[config.mk]
export PLATFORM = sky130hd
export DESIGN_NAME = store_left_unit
export DESIGN_NICKNAME = d
export VERILOG_FILES = /design/src/rtl/slu_pkg.sv /design/src/rtl/slu_addr.sv /design/src/rtl/slu_lane.sv /design/src/rtl/store_left_unit.sv
export SDC_FILE = /design/constraint.sdc
export NUM_CORES = 1
export LEC_CHECK = 0
export ABC_AREA = 1
export BUFFER_PORTS_ARGS = -buffer_cell sky130_fd_sc_hd__buf_2
export CAP_MARGIN = 20
export CORE_MARGIN = 4
export CORE_UTILIZATION = 30
export CTS_CLUSTER_SIZE = 40
export DETAILED_ROUTE_END_ITERATION = 8
export MAX_ROUTING_LAYER = met4
export PLACE_DENSITY = 0.56
export SYNTH_ARGS = -nofsm -noshare
export SYNTH_HDL_FRONTEND = slang
export SYNTH_HIERARCHICAL = 1
export SYNTH_SLANG_ARGS = --single-unit
[constraint.sdc]
create_clock -name clk -period 1.5 [get_ports clk]
set_input_delay 0.3 -clock clk [delete_from_list [all_inputs] [get_ports clk]]
set_output_delay 0.3 -clock clk [all_outputs]
set_load 0.03 [all_outputs]
[src/rtl/slu_pkg.sv]
package slu_pkg;
   localparam int unsigned LANE_W = 8;
   localparam int unsigned WORD_W = 32;
   localparam int unsigned WORD_B = WORD_W / LANE_W;
   typedef logic [1:0] bidx_t;
endpackage

[src/rtl/slu_addr.sv]
module slu_addr #(
   parameter int unsigned AW    = 32,
   parameter int unsigned OFF_W = 9
) (
   input  logic [AW-1:0]    base_val,
   input  logic [OFF_W-1:0] disp,
   input  logic             cpu_big,
   input  logic             rev_end,
   input  logic             mem_big,
   output logic [AW-1:0]    mem_addr,
   output slu_pkg::bidx_t   bidx,
   output logic             half_sel
);
   localparam int unsigned EXT_W = AW - OFF_W;

   logic [AW-1:0] eff;
   logic [2:0]    low3;

   always_comb begin
      eff  = base_val + {{EXT_W{disp[OFF_W-1]}}, disp};
      bidx = eff[1:0] ^ {2{cpu_big}};
      half_sel = eff[2] ^ cpu_big;
      low3 = eff[2:0] ^ {3{rev_end}};
      if (!mem_big) low3[1:0] = 2'b00;
      mem_addr = {eff[AW-1:3], low3};
   end
endmodule

[src/rtl/slu_lane.sv]
module slu_lane #(
   parameter int unsigned SRC_W = 64,
   parameter int unsigned DP_W  = 64
) (
   input  logic [SRC_W-1:0]   src_val,
   input  slu_pkg::bidx_t     bidx,
   input  logic               half_sel,
   output logic [DP_W-1:0]    lane_data,
   output logic [DP_W/8-1:0]  lane_strb
);
   import slu_pkg::*;

   logic [WORD_W-1:0] word;
   logic [WORD_W-1:0] wdata;
   logic [WORD_B-1:0] wstrb;
   logic [1:0]        drop;

   assign word = src_val[WORD_W-1:0];
   assign drop = 2'd3 - bidx;
   assign wdata = word >> {drop, 3'b000};

   for (genvar i = 0; i < WORD_B; i++) begin : g_strb
      assign wstrb[i] = (2'(i) <= bidx);
   end

   if (DP_W == 64) begin : g_dw
      assign lane_data = half_sel ? {wdata, {WORD_W{1'b0}}} : {{WORD_W{1'b0}}, wdata};
      assign lane_strb = half_sel ? {wstrb, {WORD_B{1'b0}}} : {{WORD_B{1'b0}}, wstrb};
   end else begin : g_w
      logic unused_half;
      assign unused_half = half_sel;
      assign lane_data = wdata;
      assign lane_strb = wstrb;
   end
endmodule

[src/rtl/store_left_unit.sv]
module store_left_unit #(
   parameter int unsigned AW    = 32,
   parameter int unsigned OFF_W = 9,
   parameter int unsigned SRC_W = 64,
   parameter int unsigned DP_W  = 64
) (
   input  logic              clk,
   input  logic              rst_n,
   input  logic              in_valid,
   output logic              in_ready,
   input  logic [AW-1:0]     base_val,
   input  logic [OFF_W-1:0]  disp,
   input  logic [SRC_W-1:0]  src_val,
   input  logic              cpu_big,
   input  logic              rev_end,
   input  logic              mem_big,
   output logic              out_valid,
   input  logic              out_ready,
   output logic [AW-1:0]     out_addr,
   output logic [DP_W-1:0]   out_data,
   output logic [DP_W/8-1:0] out_strb
);
   localparam int unsigned STRB_W = DP_W / 8;

   initial begin
      assert (DP_W == 32 || DP_W == 64) else $error("DP_W must be 32 or 64");
      assert (SRC_W >= 32) else $error("SRC_W below 32");
      assert (OFF_W < AW && AW >= 3) else $error("bad address widths");
   end

   logic [AW-1:0]     c_addr;
   slu_pkg::bidx_t    c_bidx;
   logic              c_half;
   logic [DP_W-1:0]   c_data;
   logic [STRB_W-1:0] c_strb;
   logic              take;

   slu_addr #(.AW(AW), .OFF_W(OFF_W)) u_addr (
      .base_val(base_val), .disp(disp), .cpu_big(cpu_big),
      .rev_end(rev_end), .mem_big(mem_big),
      .mem_addr(c_addr), .bidx(c_bidx), .half_sel(c_half)
   );

   slu_lane #(.SRC_W(SRC_W), .DP_W(DP_W)) u_lane (
      .src_val(src_val), .bidx(c_bidx), .half_sel(c_half),
      .lane_data(c_data), .lane_strb(c_strb)
   );

   assign in_ready = !out_valid || out_ready;
   assign take     = in_valid && in_ready;

   always_ff @(posedge clk or negedge rst_n) begin
      if (!rst_n) begin
         out_valid <= 1'b0;
         out_addr  <= '0;
         out_data  <= '0;
         out_strb  <= '0;
      end else begin
         if (take) begin
            out_valid <= 1'b1;
            out_addr  <= c_addr;
            out_data  <= c_data;
            out_strb  <= c_strb;
         end else if (out_ready) begin
            out_valid <= 1'b0;
         end
      end
   end
endmodule

==> results.txt, run 1 <==
Setup WS pre-CTS = -0.862 ns
Final #Nets = 1,591
Area Overhead vs Synth = 54.7%
Unrepaired setup endpoints after global routing = true
Clk sink count = 105
Vias per cell = 4.71
Die Area = 28,200 sq um
CP Max Fanout = 16
Distinct cells, synth = 31
Fin Hold WS = 0.292 ns
Skew final = 0.00804 ns
CTS tree = built
CTS root buffer = clkbuf_16
IO buf count = 185
Num CTS Buffers = 9
Share of cells above drive strength 1 = 0.428
Worst Slack Setup Final = -0.302 ns
Cell Area, Synth = 7680 sq um
Status = finished, violations left
Worst skew pair latency = 0.36 ns
Fin crit share = 1.20
Routed Antenna Nets = 0
Avg Inst Size Synth = 6.55 sq um
Cell row count = 58
Slew headroom = 0.695
First-pass GRT wire length = 44,600 um
Pins Over Slew Limit = 0
Wire length per cell = 15.8 um
Total grt overflow = 0
Number of remaining DRC errors = 0
Syn_nets = 1,316
Cells along the critical path = buf_6, ha_4, inv_2, fa_2, xnor2_4, buf_6, buf_12, buf_4, nand2_4, a21oi_2, nand3_1, nand2_1
Drt pass-1 iters = 5
Worst Setup End Kind = register
Worst path slowest cell = fa_2
Iteration-0 DRC Markers = 660
Critical path arrival = 2.11 ns
Final Hold Violating Endpoints = 0
Synth Warn # = 6
Crit-path max cell delay = 0.60 ns
Chip Height = 168 um
Max-cap violation count = 0
Power Total = 12,800 uW
Cell mode on critical path = buf_6
Routed Wire Length = 28,200 um
Die Span X = 168 um
Pwr Density = 1070 nW/um^2
Initial core utilization = 0.305
Most common cell after layout, fill and taps aside = nand2_1
Post-synthesis register bit count = 105
CP startpoint kind = input port
Number of global-route vias before repair = 8,323
Tot GR Track Use = 0.201
Initial antenna violation count = 0
CP Class = input port to register
Failing checks = setup timing
Data required, critical path = 1.81 ns
VDD IR max = 0.616 mV
Leak = 0.00666 uW
Post-synthesis sequential area ratio = 0.342
Dpl hpwl = 20,500 um
Most frequent cells in the layout = nand2_1, buf_2, inv_1
Final Wtd Congestion = 0.912
Clock tree buffer depth = 2
Htree depth = 3
Synth Instances = 1,172
Least-Margin Pin Slew = 0.458 ns
Setup_tns = -18.99 ns
Worst-path clk slew = 0.08 ns
Core Region = 25,200 sq um
Worst Hold Class = input port to register
I/O pins = 218
Final min period = 1.80 ns
FMAX = 555 MHz
Largest net degree at the start of global routing = 73
Vias = 8,399
ANT cells = 0
Final setup fails = 94
## layer usage
| metal | up-vias | share of wire | track usage |
|---|---|---|---|
| li1 | 4167 | - | - |
| met1 | 3960 | 0.43 | 0.255 |
| met2 | 232 | 0.50 | 0.340 |
| met3 | 40 | 0.055 | 0.0286 |
| met4 | 0 | 0.019 | 0.0459 |
| met5 | - | 0 | - |
## timing repair
item,CTS,global route
pin swaps,117,87
gates cloned,3,2
setup endpoints to repair,95,95
hold buffers,1,0
gates resized for setup,226,103
endpoints found under the hold margin,25,0
setup buffers,16,10
## where the power goes
| group | switching [uW] | leakage [uW] | internal (uW) |
|---|---|---|---|
| Combinational | 4170 | 0.00516 | 2440 |
| Sequential | 351 | 0.00136 | 3400 |
| Clock | 1240 | 0.000138 | 1170 |
| Total | 5760 | 0.00666 | 7010 |
## worst max-delay path, delay by kind of cell
family	cells	cell delay, ns
adders and majority gates	2	0.73
buffers and inverters	5	0.53
AOI/OAI and AO/OA	1	0.15
xor gates and xnor gates	1	0.15
and+or+nand+nor	3	0.24
## state kept, by name, indices dropped and copies added (netlist names)
| signal | flops |
|---|---|
| out_valid | 1 |
| out_addr | 32 |
| out_strb | 8 |
| out_data | 64 |
## path summary, 6_finish.rpt
path / start / to / slack (ns) / cells past startpoint
worst max register to register: out_valid / out_data[6] / 0.28 / 4
max in group asynchronous: rst_n / out_data[44] / 0.51 / 3
worst min-delay path: mem_big / out_addr[0] / 0.29 / 5
min in group asynchronous: rst_n / out_data[39] / 0.43 / 2
worst max-delay path: disp[0] / out_data[39] / -0.30 / 12
worst min register to register: out_data[10] / out_data[10] / 0.47 / 2
## cell families (layout without fill, tap and decap cells)
group,count (synthesis),count (layout),synth area share
buffers and inverters,189,468,0.111
adder cells (fa/ha/maj),32,32,0.0531
flip-flops,105,105,0.342
AO/OA/AOI/OAI,53,53,0.0402
AND/OR/NAND/NOR,774,775,0.432
XOR/XNOR,19,19,0.0217
## through the flow
step	util	instance area, sq um	cells
final	0.472	11900	1782
after global routing	0.472	11900	1782
after CTS	0.450	11300	1772
after detailed placement	0.395	9960	1736
after global placement	0.395	9960	1736
after floorplan	-	7960	1172
## synthesized netlist by cell type (all sizes together)
| cell type | count | area, sq um |
|---|---|---|
| nand4 | 5 | 31.3 |
| nand2 | 525 | 2100 |
| nor2 | 93 | 364 |
| nand3 | 147 | 791 |
| ha | 31 | 388 |
| dfrtp | 105 | 2630 |
| buf | 40 | 293 |
| or2 | 1 | 8.76 |
| xnor2 | 4 | 35.0 |
| xor2 | 15 | 131 |
| clkbuf | 8 | 30.0 |
| o21ai | 9 | 75.1 |
| fa | 1 | 20.0 |
| a21oi | 40 | 200 |
| nor3 | 3 | 25.0 |
| o21bai | 3 | 26.3 |
| inv | 141 | 532 |
| a21o | 1 | 7.51 |
## area by class of cell
class                   count  area (sq um)
repair buffers            310          2300
multi-input cells         879          5690
flip-flops and latches    105          2630
clock inverters             6          61.3
repair inverters            1          8.76
clock buffers              10           229
fillers                  2548         13300
well taps                 330           413
inverters                 141           562
(Power assumes the default switching activity.)
==> run 2, diff against run 1 <==
--- a/config.mk
+++ b/config.mk
@@ -9,11 +9,11 @@
 export BUFFER_PORTS_ARGS = -buffer_cell sky130_fd_sc_hd__buf_2
 export CAP_MARGIN = 20
 export CORE_MARGIN = 4
-export CORE_UTILIZATION = 30
+export CORE_UTILIZATION = 54
 export CTS_CLUSTER_SIZE = 40
 export DETAILED_ROUTE_END_ITERATION = 8
 export MAX_ROUTING_LAYER = met4
-export PLACE_DENSITY = 0.56
+export PLACE_DENSITY = 0.87
 export SYNTH_ARGS = -nofsm -noshare
 export SYNTH_HDL_FRONTEND = slang
 export SYNTH_HIERARCHICAL = 1
==> constraint.sdc (replaced) <==
create_clock -name clk -period 1.5 [get_ports clk]
set_input_delay 0.075 -clock clk [delete_from_list [all_inputs] [get_ports clk]]
set_output_delay 0.075 -clock clk [all_outputs]
set_load 0.03 [all_outputs]
==> run 2 against run 1 <==
The flow still finishes with violations (setup timing). Register-to-register slack hardly changed. Maximum frequency is 10% higher. Critical endpoint is now out_strb[5]. Largest cell class unchanged. Sequential share of layout area is 3.3 points higher. Highest routed layer unchanged. Global-route usage is 10 points higher. Die area is 43% lower. Utilization is 27 points higher. Critical path depth is 1 higher.
==> results.txt, run 2 (synthesis gave the netlist of run 1 again) <==
Die Area = 16,200 sq um
Iteration-0 DRC Markers = 1,080
Final #Nets = 1,566
FF-to-FF End = out_addr[0]
Least-Margin Pin Slew = 0.381 ns
Routed Wire Length = 24,900 um
Data required, critical path = 1.78 ns
Worst Slack Setup Final = -0.135 ns
Worst Hold Class = input port to register
Tot GR Track Use = 0.303
Leak = 0.00623 uW
Routed Antenna Nets = 0
CTS root buffer = clkbuf_16
CP Launch Point = disp[0]
Clock tree buffer depth = 2
VDD IR max = 0.610 mV
Chip Height = 127 um
Area Overhead vs Synth = 34.5%
Final min period = 1.64 ns
Max reg flops = 64
Wire length per cell = 15.5 um
CTS tree = built
Initial core utilization = 0.553
Slew headroom = 0.746
Max-cap violation count = 0
Status = finished, violations left
Largest regs = out_data: 64 flops, out_addr: 32 flops, out_strb: 8 flops
Worst hold start = in_valid
Cell row count = 43
Worst-path clk slew = 0.07 ns
Share of cells above drive strength 1 = 0.299
Worst Setup End Kind = register
Worst reg2reg startpoint = out_valid
Failing checks = setup timing
Worst Hold Path EP = out_valid
Drt pass-1 iters = 6
Vias = 8,680
Vias per cell = 5.40
Clk sink count = 105
Unrepaired setup endpoints after global routing = true
I/O pins = 218
Worst hold path depth = 3
Dpl hpwl = 18,300 um
Fin crit share = 1.09
Worst skew pair latency = 0.35 ns
Final Wtd Congestion = 1.00
Area post-placement = 9380 sq um
Largest net degree at the start of global routing = 76
Initial antenna violation count = 1
Pins Over Slew Limit = 0
R2R depth = 4
Die Span X = 127 um
Number of global-route vias before repair = 7,922
FMAX = 612 MHz
Core Region = 13,900 sq um
Setup_tns = -4.05 ns
R2r setup slk = 0.27 ns
Final setup fails = 57
First-pass GRT wire length = 38,300 um
Final Hold Violating Endpoints = 0
IO buf count = 185
Most common cell after layout, fill and taps aside = nand2_1
Skew final = 0.00759 ns
CP startpoint kind = input port
Design Area, Final = 10,300 sq um
Htree depth = 3
Number of remaining DRC errors = 0
Total grt overflow = 0
Num CTS Buffers = 9
CP Max Fanout = 5
Pwr Density = 1180 nW/um^2
CP Class = input port to register
Most frequent cells in the layout = nand2_1, buf_2, inv_1
Biggest register = out_data
Critical path arrival = 1.92 ns
run 2: cell count changes in the layout (fill, tap and decap cells not counted), moves of 15 or more:
cell     delta
ha_4       -20
nor2_4     -30
nand3_1    +15
nand2_1    +78
nand2_2    -47
ha_1       +18
nand2_4    -28
nor2_1     +31
run 2: cell type report:
cell class,count,area [sq um]
multi-input cells,880,4670
fillers,1054,3550
flip-flops and latches,105,2630
repair buffers,285,1930
inverters,141,544
clock buffers,10,239
well taps,180,225
clock inverters,6,90.1
diodes,1,2.50
run 2: layer usage:
metal	GRT usage	share of wire	vias to the layer above
met5	-	0	-
met4	0.158	0.052	0
met3	0.0301	0.084	97
met2	0.511	0.50	479
met1	0.360	0.37	3976
li1	-	-	4128
run 2: worst max-delay path: stages:
cell     delay [ns]
buf_6          0.09
ha_4           0.13
inv_2          0.04
fa_2           0.59
xnor2_4        0.13
buf_12         0.14
buf_6          0.11
inv_8          0.05
buf_8          0.13
buf_4          0.13
a21oi_2        0.10
nand3_1        0.09
nand2_1        0.10
run 2: worst max path at each step:
stage / end
2_1_floorplan: out_data[61]
3_3_place_gp: out_data[34]
3_5_place_dp: out_data[34]
4_1_cts: out_data[46]
5_1_grt: out_data[1]
6_report: out_strb[5]
run 2: per-stage QoR:
step,cells,power [uW],setup WS (ns),util,hold WS (ns)
after detailed placement,1581,8980,-0.601,0.676,0.0171
final,1608,12200,-0.135,0.744,0.133
after CTS,1602,11900,-0.111,0.724,0.113
after floorplan,1172,7170,-0.231,-,-0.221
after global routing,1608,12800,-0.199,0.744,0.163
after global placement,1581,8870,-0.506,0.676,0.0167
run 2: what timing repair did:
item	in CTS	in global routing
hold buffers	1	0
endpoints found under the hold margin	79	0
pin swaps	47	29
setup endpoints to repair	75	87
gates cloned	2	3
resized for setup	59	42
setup buffers	3	2
run 2: report_power, final:
part / leakage, uW / switching [uW] / internal (uW)
Combinational: 0.00470 / 3810 / 2030
Clock: 0.000159 / 1060 / 1510
Sequential: 0.00136 / 383 / 3400
==> run 3, diff against run 2 <==
--- a/config.mk
+++ b/config.mk
@@ -9,12 +9,11 @@
 export BUFFER_PORTS_ARGS = -buffer_cell sky130_fd_sc_hd__buf_2
 export CAP_MARGIN = 20
 export CORE_MARGIN = 4
-export CORE_UTILIZATION = 54
+export CORE_UTILIZATION = 52
 export CTS_CLUSTER_SIZE = 40
 export DETAILED_ROUTE_END_ITERATION = 8
 export MAX_ROUTING_LAYER = met4
 export PLACE_DENSITY = 0.87
 export SYNTH_ARGS = -nofsm -noshare
 export SYNTH_HDL_FRONTEND = slang
-export SYNTH_HIERARCHICAL = 1
 export SYNTH_SLANG_ARGS = --single-unit
==> run 3 against run 2 <==
The run now ends clean. Non-clock buffer count is 30 lower. Maximum frequency up 14%. Area after synthesis is 13% lower. Final cell count fell by 15%. First-iteration DRC count fell by 41%. Power shrank 13%. Critical endpoint is now out_data[42].
==> results.txt, run 3 <==
Post-synth top flop = dfrtp_1
Drt pass-1 iters = 5
Design Area, Final = 8850 sq um
Chip Height = 121 um
Worst skew pair latency = 0.36 ns
Worst reg2reg startpoint = out_valid
Max-cap violation count = 0
Final setup fails = 0
CP Max Fanout = 8
Final Hold Violating Endpoints = 0
Routed Antenna Nets = 0
Max reg flops = 64
Worst Hold Path EP = out_valid
Largest net degree at the start of global routing = 106
I/O pins = 218
R2r setup slk = 0.15 ns
Final #Nets = 1,329
CP startpoint kind = input port
Worst hold path depth = 4
Final min period = 1.44 ns
Core Region = 12,600 sq um
Worst Hold Class = input port to register
Leak = 0.00501 uW
Synth Instances = 945
Cell Area, Synth = 6660 sq um
Avg Inst Size Synth = 7.04 sq um
CTS tree = built
Vias = 7,162
Tot GR Track Use = 0.284
Worst Setup End Kind = register
Num CTS Buffers = 9
Fin Hold WS = 0.0280 ns
Area post-placement = 8390 sq um
Biggest register = out_data
Final Wtd Congestion = 0.994
Syn_nets = 1,089
Most frequent cells in the layout = nand2_1, buf_2, inv_1
# fillers = 974
Critical path arrival = 1.67 ns
Post-synthesis register bit count = 105
Sw Share = 0.424
Pwr Density = 1200 nW/um^2
Async SR Flop Fraction = 1.00
IO buf count = 185
Synth area leader = dfrtp_1
Distinct cells, synth = 35
Worst hold start = out_ready
Most common cell after layout, fill and taps aside = nand2_1
VDD IR max = 0.647 mV
Skew final = 0.00705 ns
Worst-path clk slew = 0.08 ns
Routed Wire Length = 20,800 um
Post-CTS setup buffer count = 0
Post-synth EDFFs = 0
Iteration-0 DRC Markers = 636
FMAX = 696 MHz
Wire length per cell = 15.3 um
Initial core utilization = 0.530
CP Class = input port to register
Total grt overflow = 0
Share of cells above drive strength 1 = 0.284
Unrepaired setup endpoints after global routing = false
Combinational power share = 0.426
CTS root buffer = clkbuf_16
Cell row count = 41
Area share of the largest cell type after synthesis = 0.395
Least-Margin Pin Slew = 0.547 ns
Status = complete, no violations
Clock tree buffer depth = 2
Area Overhead vs Synth = 33.0%
Clock Power Share = 0.222
First-pass GRT wire length = 32,200 um
Post-synthesis sequential area ratio = 0.395
Final Core Density = 0.704
Fin crit share = 0.958
Slew headroom = 0.635
Largest regs = out_data: 64 flops, out_addr: 32 flops, out_strb: 8 flops
Main area contributors after synthesis = dfrtp_1, nand2_1, inv_1
Internal power = 6120 uW
Synth cell count leaders = nand2_1, inv_1, dfrtp_1
FF-to-FF End = out_data[42]
Die Span X = 121 um
Number of global-route vias before repair = 6,740
Power Total = 10,600 uW
Cell with the most instances after synthesis = nand2_1
Initial antenna violation count = 0
Htree depth = 3
R2R depth = 5
Number of remaining DRC errors = 0
Clk sink count = 105
Data required, critical path = 1.73 ns
Synth Warn # = 0
Die Area = 14,700 sq um
Vias per cell = 5.26
ANT cells = 0
Dpl hpwl = 15,800 um
Sw power = 4510 uW
Flop pwr share = 0.351
Pins Over Slew Limit = 0
==> run 3: per-stage QoR <==
step	setup WS, ns	cells	setup TNS [ns]
finish	0.0626	1362	0
global route	0.00490	1362	0
CTS	0.00153	1361	0
detailed placement	-0.386	1344	-27.77
global placement	-0.338	1344	-24.88
floorplan	-0.133	945	-4.23
==> run 3: layer usage <==
metal,GRT usage,wire length (um),up-vias
li1,-,-,3491
met1,0.345,8340,3256
met2,0.474,10000,353
met3,0.0438,1660,62
met4,0.123,754,0
met5,-,0,-
==> run 3: how the worst max path moves through the flow <==
| stage | startpoint | endpoint |
|---|---|---|
| after floorplan | base_val[0] | out_data[0] |
| after global placement | disp[8] | out_addr[24] |
| after detailed placement | disp[8] | out_addr[24] |
| after CTS | base_val[0] | out_data[57] |
| after global routing | base_val[6] | out_addr[31] |
| final | disp[0] | out_data[42] |
==> run 3: logic make-up after synthesis <==
kind of cell	Yosys count	share of synthesized area
buffers and inverters	156	0.0947
and+or+nand+nor	486	0.292
AOI/OAI and AO/OA	149	0.132
xor gates and xnor gates	17	0.0246
DFF	105	0.395
adders and majority gates	32	0.0613
==> run 3: timing repair <==
action,CTS,global route
hold buffers,1,0
resized for setup,2,25
endpoints found under the hold margin,105,0
gates cloned,0,1
setup endpoints to repair,1,58
pin swaps,0,7
==> run 3: area by class of cell <==
| type | instances | area [sq um] | share of cell area |
|---|---|---|---|
| clock buffers | 10 | 239 | 0.0270 |
| clock inverters | 6 | 58.8 | 0.00664 |
| inverters | 130 | 498 | 0.0563 |
| multi-input cells | 684 | 3640 | 0.411 |
| flip-flops and latches | 105 | 2630 | 0.297 |
| well taps | 172 | 215 | 0.0243 |
| repair buffers | 255 | 1570 | 0.178 |
==> run 3: critical path, cell delays in order <==
cell and delay (ns):
buf_6 0.08, ha_4 0.13, inv_2 0.03, fa_2 0.53, inv_2 0.04, nand2_2 0.07
nand2_4 0.08, inv_6 0.09, nand2_8 0.07, clkbuf_16 0.17, o221ai_2 0.18, o21ai_1 0.11
==> run 3: power by group through the flow <==
stage	Combinational, uW	Clock, uW	Sequential (uW)
6_report	4540	2360	3740
3_5_place_dp	4380	0	3780
4_1_cts	4410	2400	3730
3_3_place_gp	4290	0	3760
5_1_grt	4890	2510	3790
2_1_floorplan	1730	0	4860
